File: config.mk
export PLATFORM = sky130hd
export DESIGN_NAME = softpwr_ctl
export DESIGN_NICKNAME = d
export VERILOG_FILES = /design/src/rtl/softpwr_ctl.sv
export SDC_FILE = /design/constraint.sdc
export NUM_CORES = 1
export LEC_CHECK = 0
export BUFFER_PORTS_ARGS = -buffer_cell sky130_fd_sc_hd__buf_4
export CELL_PAD_IN_SITES_DETAIL_PLACEMENT = 0
export CELL_PAD_IN_SITES_GLOBAL_PLACEMENT = 1
export CORE_MARGIN = 2
export CORE_UTILIZATION = 40
export DETAILED_ROUTE_END_ITERATION = 16
export PLACE_DENSITY = 0.73
export SLEW_MARGIN = 20
export SYNTH_ARGS = -nofsm -noshare
export SYNTH_HDL_FRONTEND = slang
export SYNTH_SLANG_ARGS = --single-unit
File: constraint.sdc
create_clock -name clk -period 6.2 [get_ports clk]
set_clock_uncertainty 0.2 [all_clocks]
set_input_delay 0.31 -clock clk [delete_from_list [all_inputs] [get_ports clk]]
set_output_delay 0.31 -clock clk [all_outputs]
set_load 0.01 [all_outputs]
File: src/rtl/softpwr_ctl.sv
module softpwr_ctl #(
  parameter int TICKS_PER_UNIT = 500,
  parameter int DLY_W = 6,
  parameter int NEV = 15
) (
  input  logic           clk,
  input  logic           vbat_rst_n,
  input  logic           tick_1k,
  input  logic [NEV-1:0] wake_evt,
  input  logic           btn_off,
  input  logic           reg_wr,
  input  logic [2:0]     reg_addr,
  input  logic [7:0]     reg_wdata,
  output logic [7:0]     reg_rdata,
  output logic           pwr_on_n
);
  localparam int MAXU = 1 << DLY_W;
  localparam int MAXT = MAXU * TICKS_PER_UNIT;
  localparam int CW = $clog2(MAXT + 1);
  localparam int HI = NEV - 8;

  logic [7:0]       en1, en2, st1;
  logic [HI-1:0]    st2;
  logic [DLY_W-1:0] dly;
  logic             on, pend;
  logic [CW-1:0]    cnt;

  wire wr_en1  = reg_wr && reg_addr == 3'd0;
  wire wr_en2  = reg_wr && reg_addr == 3'd1;
  wire wr_st1  = reg_wr && reg_addr == 3'd2;
  wire wr_st2  = reg_wr && reg_addr == 3'd3;
  wire wr_ctrl = reg_wr && reg_addr == 3'd4;
  wire wr_dly  = reg_wr && reg_addr == 3'd5;

  wire [NEV-1:0] en_all = {en2[HI-1:0], en1};
  wire wake_hit = |(wake_evt & en_all);
  wire req_off  = (wr_ctrl && reg_wdata[7]) || (btn_off && en2[7]);
  wire do_rst   = wr_ctrl && reg_wdata[6];
  wire do_stop  = wr_ctrl && reg_wdata[5];
  wire [CW-1:0] load = (CW'(dly) + CW'(1)) * CW'(TICKS_PER_UNIT);

  always_ff @(posedge clk or negedge vbat_rst_n) begin
    if (!vbat_rst_n) begin
      en1 <= '0;
      en2 <= 8'h80;
      st1 <= '0;
      st2 <= '0;
      dly <= '0;
    end else begin
      if (wr_en1) en1 <= reg_wdata;
      if (wr_en2) en2 <= reg_wdata;
      if (wr_dly) dly <= reg_wdata[DLY_W-1:0];
      st1 <= (st1 & ~(wr_st1 ? reg_wdata : 8'h00)) | wake_evt[7:0];
      st2 <= (st2 & ~(wr_st2 ? reg_wdata[HI-1:0] : '0)) | wake_evt[NEV-1:8];
    end
  end

  always_ff @(posedge clk or negedge vbat_rst_n) begin
    if (!vbat_rst_n) begin
      on   <= 1'b0;
      pend <= 1'b0;
      cnt  <= '0;
    end else if (!on) begin
      pend <= 1'b0;
      if (wake_hit) on <= 1'b1;
    end else if (do_stop) begin
      pend <= 1'b0;
    end else if (!pend) begin
      if (req_off) begin
        pend <= 1'b1;
        cnt  <= load;
      end
    end else if (do_rst) begin
      cnt <= load;
    end else if (tick_1k) begin
      if (cnt == CW'(1)) begin
        pend <= 1'b0;
        on   <= 1'b0;
      end else begin
        cnt <= cnt - CW'(1);
      end
    end
  end

  always_comb begin
    case (reg_addr)
      3'd0:    reg_rdata = en1;
      3'd1:    reg_rdata = en2;
      3'd2:    reg_rdata = st1;
      3'd3:    reg_rdata = 8'(st2);
      3'd4:    reg_rdata = {pend, 7'b0};
      3'd5:    reg_rdata = 8'(dly);
      default: reg_rdata = 8'h00;
    endcase
  end

  assign pwr_on_n = !on;

  AST_STATUS_LATCH: assert property (@(posedge clk) disable iff (!vbat_rst_n)
    wake_evt != '0 |=> ({st2, st1} & $past(wake_evt)) == $past(wake_evt));
  AST_WAKE_ON: assert property (@(posedge clk) disable iff (!vbat_rst_n)
    (pwr_on_n && wake_hit) |=> !pwr_on_n);
  AST_STAY_OFF: assert property (@(posedge clk) disable iff (!vbat_rst_n)
    (pwr_on_n && (wake_evt & en_all) == '0) |=> pwr_on_n);
  AST_W1C: assert property (@(posedge clk) disable iff (!vbat_rst_n)
    (wr_st1 && (reg_wdata & ~wake_evt[7:0]) != 8'h00) |=> (st1 & $past(reg_wdata & ~wake_evt[7:0])) == 8'h00);
  AST_OFF_NEEDS_DELAY: assert property (@(posedge clk) disable iff (!vbat_rst_n)
    (!pwr_on_n && !pend) |=> !pwr_on_n);
  AST_CNT_RANGE: assert property (@(posedge clk) disable iff (!vbat_rst_n)
    pend |-> (cnt != '0 && cnt <= CW'(MAXT)));
endmodule

# ---- Word-level counts from Yosys, hierarchy flattened
# Cells that the tools add are included.
dict set report word_totals {
  reg_bits 54
  input_bits 31
  elab_cells 62
}
dict set report op_classes {
  n_addsub 2
  mul 1
  eq_ne 8
  n_mux 19
  bitwise 8
  reduce_logical 16
}
# operator count
set ops {}
lappend ops {{$mux W15} 5}
lappend ops {{$pmux W8 S6} 1}
lappend ops {{$and A15 B15 Y15} 1}
lappend ops {{$eq A15 B1 Y1 const B} 1}
lappend ops {{$reduce_or A15 Y1} 1}
lappend ops {{$sub A15 B1 Y15 const B} 1}
lappend ops {{$mul A7 B7 Y13 const B} 1}
lappend ops {{$mux W1} 11}
lappend ops {{$logic_and A1 B1 Y1} 10}
lappend ops {{$and A8 B8 Y8} 1}
lappend ops {{$mux W8} 1}
lappend ops {{$not A8 Y8} 1}
lappend ops {{$or A8 B8 Y8} 1}
lappend ops {{$add A6 B1 Y7 const B} 1}
lappend ops {{$and A7 B7 Y7} 1}
lappend ops {{$mux W7} 1}
lappend ops {{$not A7 Y7} 1}
lappend ops {{$or A7 B7 Y7} 1}
lappend ops {{$eq A3 B2 Y1 const B} 2}
lappend ops {{$eq A3 B3 Y1 const B} 2}
lappend ops {{$reduce_and A5 Y1} 1}
lappend ops {{$eq A3 B1 Y1 const B} 1}
lappend ops {{$logic_not A3 Y1} 1}
lappend ops {{$ne A3 B2 Y1 const B} 1}
lappend ops {{other kinds (5)} 5}

# ---- Longest topological paths before layout
dict set report logic_depth {
  ltp_word 8
  depth_mapped 17
}

# ---- Least setup slack after synthesis
# Ideal clock, no wire load.
dict set report synth_timing {
  path_type {flip-flop to flip-flop}
  startpoint {register dly[0]}
  endpoint {register cnt[10]}
  t_arrival_ps 4287
  t_required_ps 5874
  path_slack_ps 1587
  stages_incl_launch_ff 16
  n_path_buf 1
  period_less_slack_ps 4613
  cell_sequence {dfrtp_1 > clkbuf_1 > inv_1 > ha_1 > xor2_1 > xnor2_1 > fa_1 > fa_1 > fa_1 > inv_1 > ha_1 > o21ai_0 > o21ai_0 > and3_1 > nor3_1 > o32a_1}
}
dict set report synth_via {
  elab_chain_len 4
}
# item line_no
set synth_lines {}
lappend synth_lines {{from (decl)} 24} ;# logic [DLY_W-1:0] dly;
lappend synth_lines {{from (signal assigned)} 52} ;# if (wr_dly) dly <= reg_wdata[DLY_W-1:0];
lappend synth_lines {{$add A6 B1 Y7 (*)} 40} ;# wire [CW-1:0] load = (CW'(dly) + CW'(1)) * CW'(TICKS_PER_UNIT);
lappend synth_lines {{$mul A7 B7 Y13 (*)} 40}
lappend synth_lines {{$mux W15 (on tied branches)} {69, 73}}
lappend synth_lines {{$mux W15 (*)} 68} ;# end else if (!pend) begin
lappend synth_lines {{to (signal assigned)} 71} ;# cnt <= load;
lappend synth_lines {{to (signal assigned)} 74} ;# cnt <= load;
lappend synth_lines {{to (signal assigned)} 80} ;# cnt <= cnt - CW'(1);
lappend synth_lines {{to (decl)} 26} ;# logic [CW-1:0] cnt;
# Every way passes the cells marked *; elsewhere a longest branch is shown, timed or not. The select of a mux whose other input is x is not followed.
# A chain may end at the register's enable or synchronous reset.

# ---- Worst setup path in the final report
dict set report layout_timing {
  startpoint {register dly[0]}
  endpoint {register cnt[14]}
}
# The elaborated chain is that of the path after synthesis.

==> out/metrics.csv <==
stage,metric,value,unit
cells_and_area,drive_gt1_share,19.1,%
cells_and_area,area_growth,15.6,%
global_route,grtUsageMet2,32.7,%
detailed_routing,postRouteAntennaNets,0,
detailed_routing,post_drt_wl_per_cell,17.3,um
yosys,syn_inst,438,
worst_setup_path,worstPathMaxFanout,10,
worst_setup_path,rr_endpoint,cnt[14]$_DFFE_PN0P_,
detailed_routing,dr_total_vias,3509,
yosys,syn_nets,516,
clock_network,path_clk_slew,0.10,ns
floorplanning,die_area,0.0116,mm^2
clock_network,cts.sinks,54,
floorplanning,die_x,108,um
global_route,grt-ovfl-total,0,
placed_design,routabilityCongestion,0.790,
worst_setup_path,r2r_slack,1.27,ns
run_status,status,"finished, final reports clean",
yosys,ys_seq_area_share,31.6,%
placed_design,portBuffers,39,
worst_hold_path,hold_path.startpoint,reg_wdata[4],
global_route,grt_busiest_layer,met2,
sta,max_clock_freq,203,MHz
clock_network,h-tree-depth,2,
clock_network,ctsResizeCount,0,
global_route,grtUsageMet3,3.51,%
worst_setup_path,r2r-start,dly[0]$_DFFE_PN0P_,
worst_setup_path,arrival,4.96,ns
floorplanning,die_y,108,um
worst_setup_path,startpoint,dly[0]$_DFFE_PN0P_,
sta,rsz0062_at_grt,no,
floorplanning,boundaryPins,40,
global_route,grt_util_all_layers,20.1,%
global_route,grt_pass1_vias,3604,
cells_and_area,fin_nets,566,
yosys,synth_most_common_cell,dfrtp_1,
worst_hold_path,min_path_type,input pin to flop,
clock_network,clock_path_buffers,2,
clock_network,clock_latency,0.33,ns
detailed_routing,drtPass1Iterations,4,
worst_setup_path,cp-end-kind,flop,
floorplanning,coreArea,0.0104,mm^2
sta,tns,0,ns
yosys,synth_area_leaders,"dfrtp_1 (31%), ha_1 (10%), fa_1 (5.6%), mux2_2 (5.5%), mux4_2 (3.7%)",
cells_and_area,finish.utilization,47.8,%
sta,slew_violations,0,
cells_and_area,final_area,0.00495,mm^2
yosys,post-synth-top-area-cell,dfrtp_1,
sta,final.min_clock_period,4.93,ns
floorplanning,start_util,41.3,%
yosys,synth_top_area_share,30.9,%
clock_network,holdBufCountCts,16,
floorplanning,rows,37,
yosys,synth_ff_type,dfrtp_1,
yosys,syn_area,0.00429,mm^2
yosys,ys_warn_count,0,
worst_setup_path,worstRegToRegCells,14,
sta,period_share,79.5,%
clock_network,cts-buffers-inserted,5,
sta,holdWs,0.0566,ns
worst_setup_path,crit_end,cnt[14]$_DFFE_PN0P_,
sta,hold_violations,0,
clock_network,post-cts-setup-buffers,0,
global_route,antenna_found_initial,1,
cells_and_area,fill_cells,1013,
global_route,globalRouteMet1Util,27.9,%
job,drv_cap,0,
yosys,yosysUniqueCellTypes,64,
detailed_routing,drc,0,
worst_setup_path,path_class,flop to flop,
detailed_routing,drt-total-wl,10800,um
global_route,grt_max_degree,55,
yosys,synth-edff-count,0,
sta,maxSlewHeadroom,45.5,%
yosys,ys_top_cells_by_count,"dfrtp_1 (53), inv_1 (40), ha_1 (35)",
yosys,synth_seq_cells,54,
worst_setup_path,crit_required,6.24,ns
clock_network,cts_tree,built,
yosys,syn_avg_cell_area,9.79,um^2
sta,setup_viol,0,
placed_design,hpwl,8260,um
yosys,synthArstFlopShare,100,%
placed_design,placed_cell_area,0.00468,mm^2
global_route,grt_pass1_wl,18400,um
worst_setup_path,critPathLaunchType,flop,
detailed_routing,vias_per_cell,5.61,
sta,tightest_slew,0.813,ns
clock_network,cts_root_buffer,clkbuf_8,
detailed_routing,first_iter_violations,225,
-- cells by family after synthesis --
kind of cell	after synthesis	synth area share [%]
DFF	54	31.6
AOI/OAI and AO/OA	98	16.6
muxes	29	9.43
adders and majority gates	47	15.8
buffers and inverters	55	5.55
and+or+nand+nor	130	15.9
xor gates and xnor gates	25	5.11
-- through the flow --
| step | cells | setup WS [ns] |
|---|---|---|
| floorplan | 438 | 1.59 |
| global placement | 601 | 1.47 |
| detailed placement | 601 | 1.30 |
| CTS | 624 | 1.27 |
| global route | 624 | 0.903 |
| finish | 625 | 1.27 |
-- state kept, by name (all words and copies together), names as in the netlist --
register,count
cnt,15
dly,6
en1,8
en2,8
on,1
pend,1
st1,8
st2,7
-- area by class of cell --
cell class | count | area [um^2] | share of cell area, %
tap | 136 | 170 | 3.43
clock buffer | 5 | 68.8 | 1.39
clock inverter | 2 | 38.8 | 0.783
timing repair buffer | 58 | 475 | 9.60
antenna | 1 | 2.50 | 0.0505
multi-input combinational | 329 | 2700 | 54.4
sequential | 54 | 1350 | 27.3
inverter | 40 | 150 | 3.03
-- worst min-delay path by stage --
stage | end | slack [ns] | depth (start not counted)
6_report | en1[4]$_DFFE_PN0P_ | 0.06 | 2
5_1_grt | en2[7]$_DFFE_PN1P_ | 0.06 | 2
4_1_cts | en1[4]$_DFFE_PN0P_ | 0.05 | 2
3_5_place_dp | cnt[1]$_DFFE_PN0P_ | 0.21 | 1
3_3_place_gp | cnt[0]$_DFFE_PN0P_ | 0.21 | 1
2_1_floorplan | cnt[0]$_DFFE_PN0P_ | -0.19 | 0
-- worst max-delay path: stages (launching register included) --
cell,delay [ns]
dfrtp_1,0.55
inv_1,0.14
ha_1,0.40
xor2_1,0.29
xnor2_1,0.18
fa_1,0.46
fa_1,0.49
fa_1,0.53
inv_1,0.04
ha_1,0.34
o21ai_0,0.10
o21ai_0,0.39
a31oi_1,0.19
or2_2,0.33
o211ai_1,0.19
-- routing by layer --
metal | share of wire, % | vias to the layer above
li1 | - | 1687
met1 | 47 | 1736
met2 | 48 | 75
met3 | 3.8 | 11
met4 | 1.2 | 0
met5 | 0 | -
-- layout by cell type, fill, tap and decap left out, drive strengths merged, types with 18 or more instances in the layout --
cell,instances
nand2,30
dfrtp,53
nor3,21
ha,35
mux2,21
a21o,20
inv,40
buf,42
nor2,25
o21ai,18
Power is left out: the tool's default activity adds up to more than one toggle a clock period on the data nets, which glitch-free logic cannot reach.
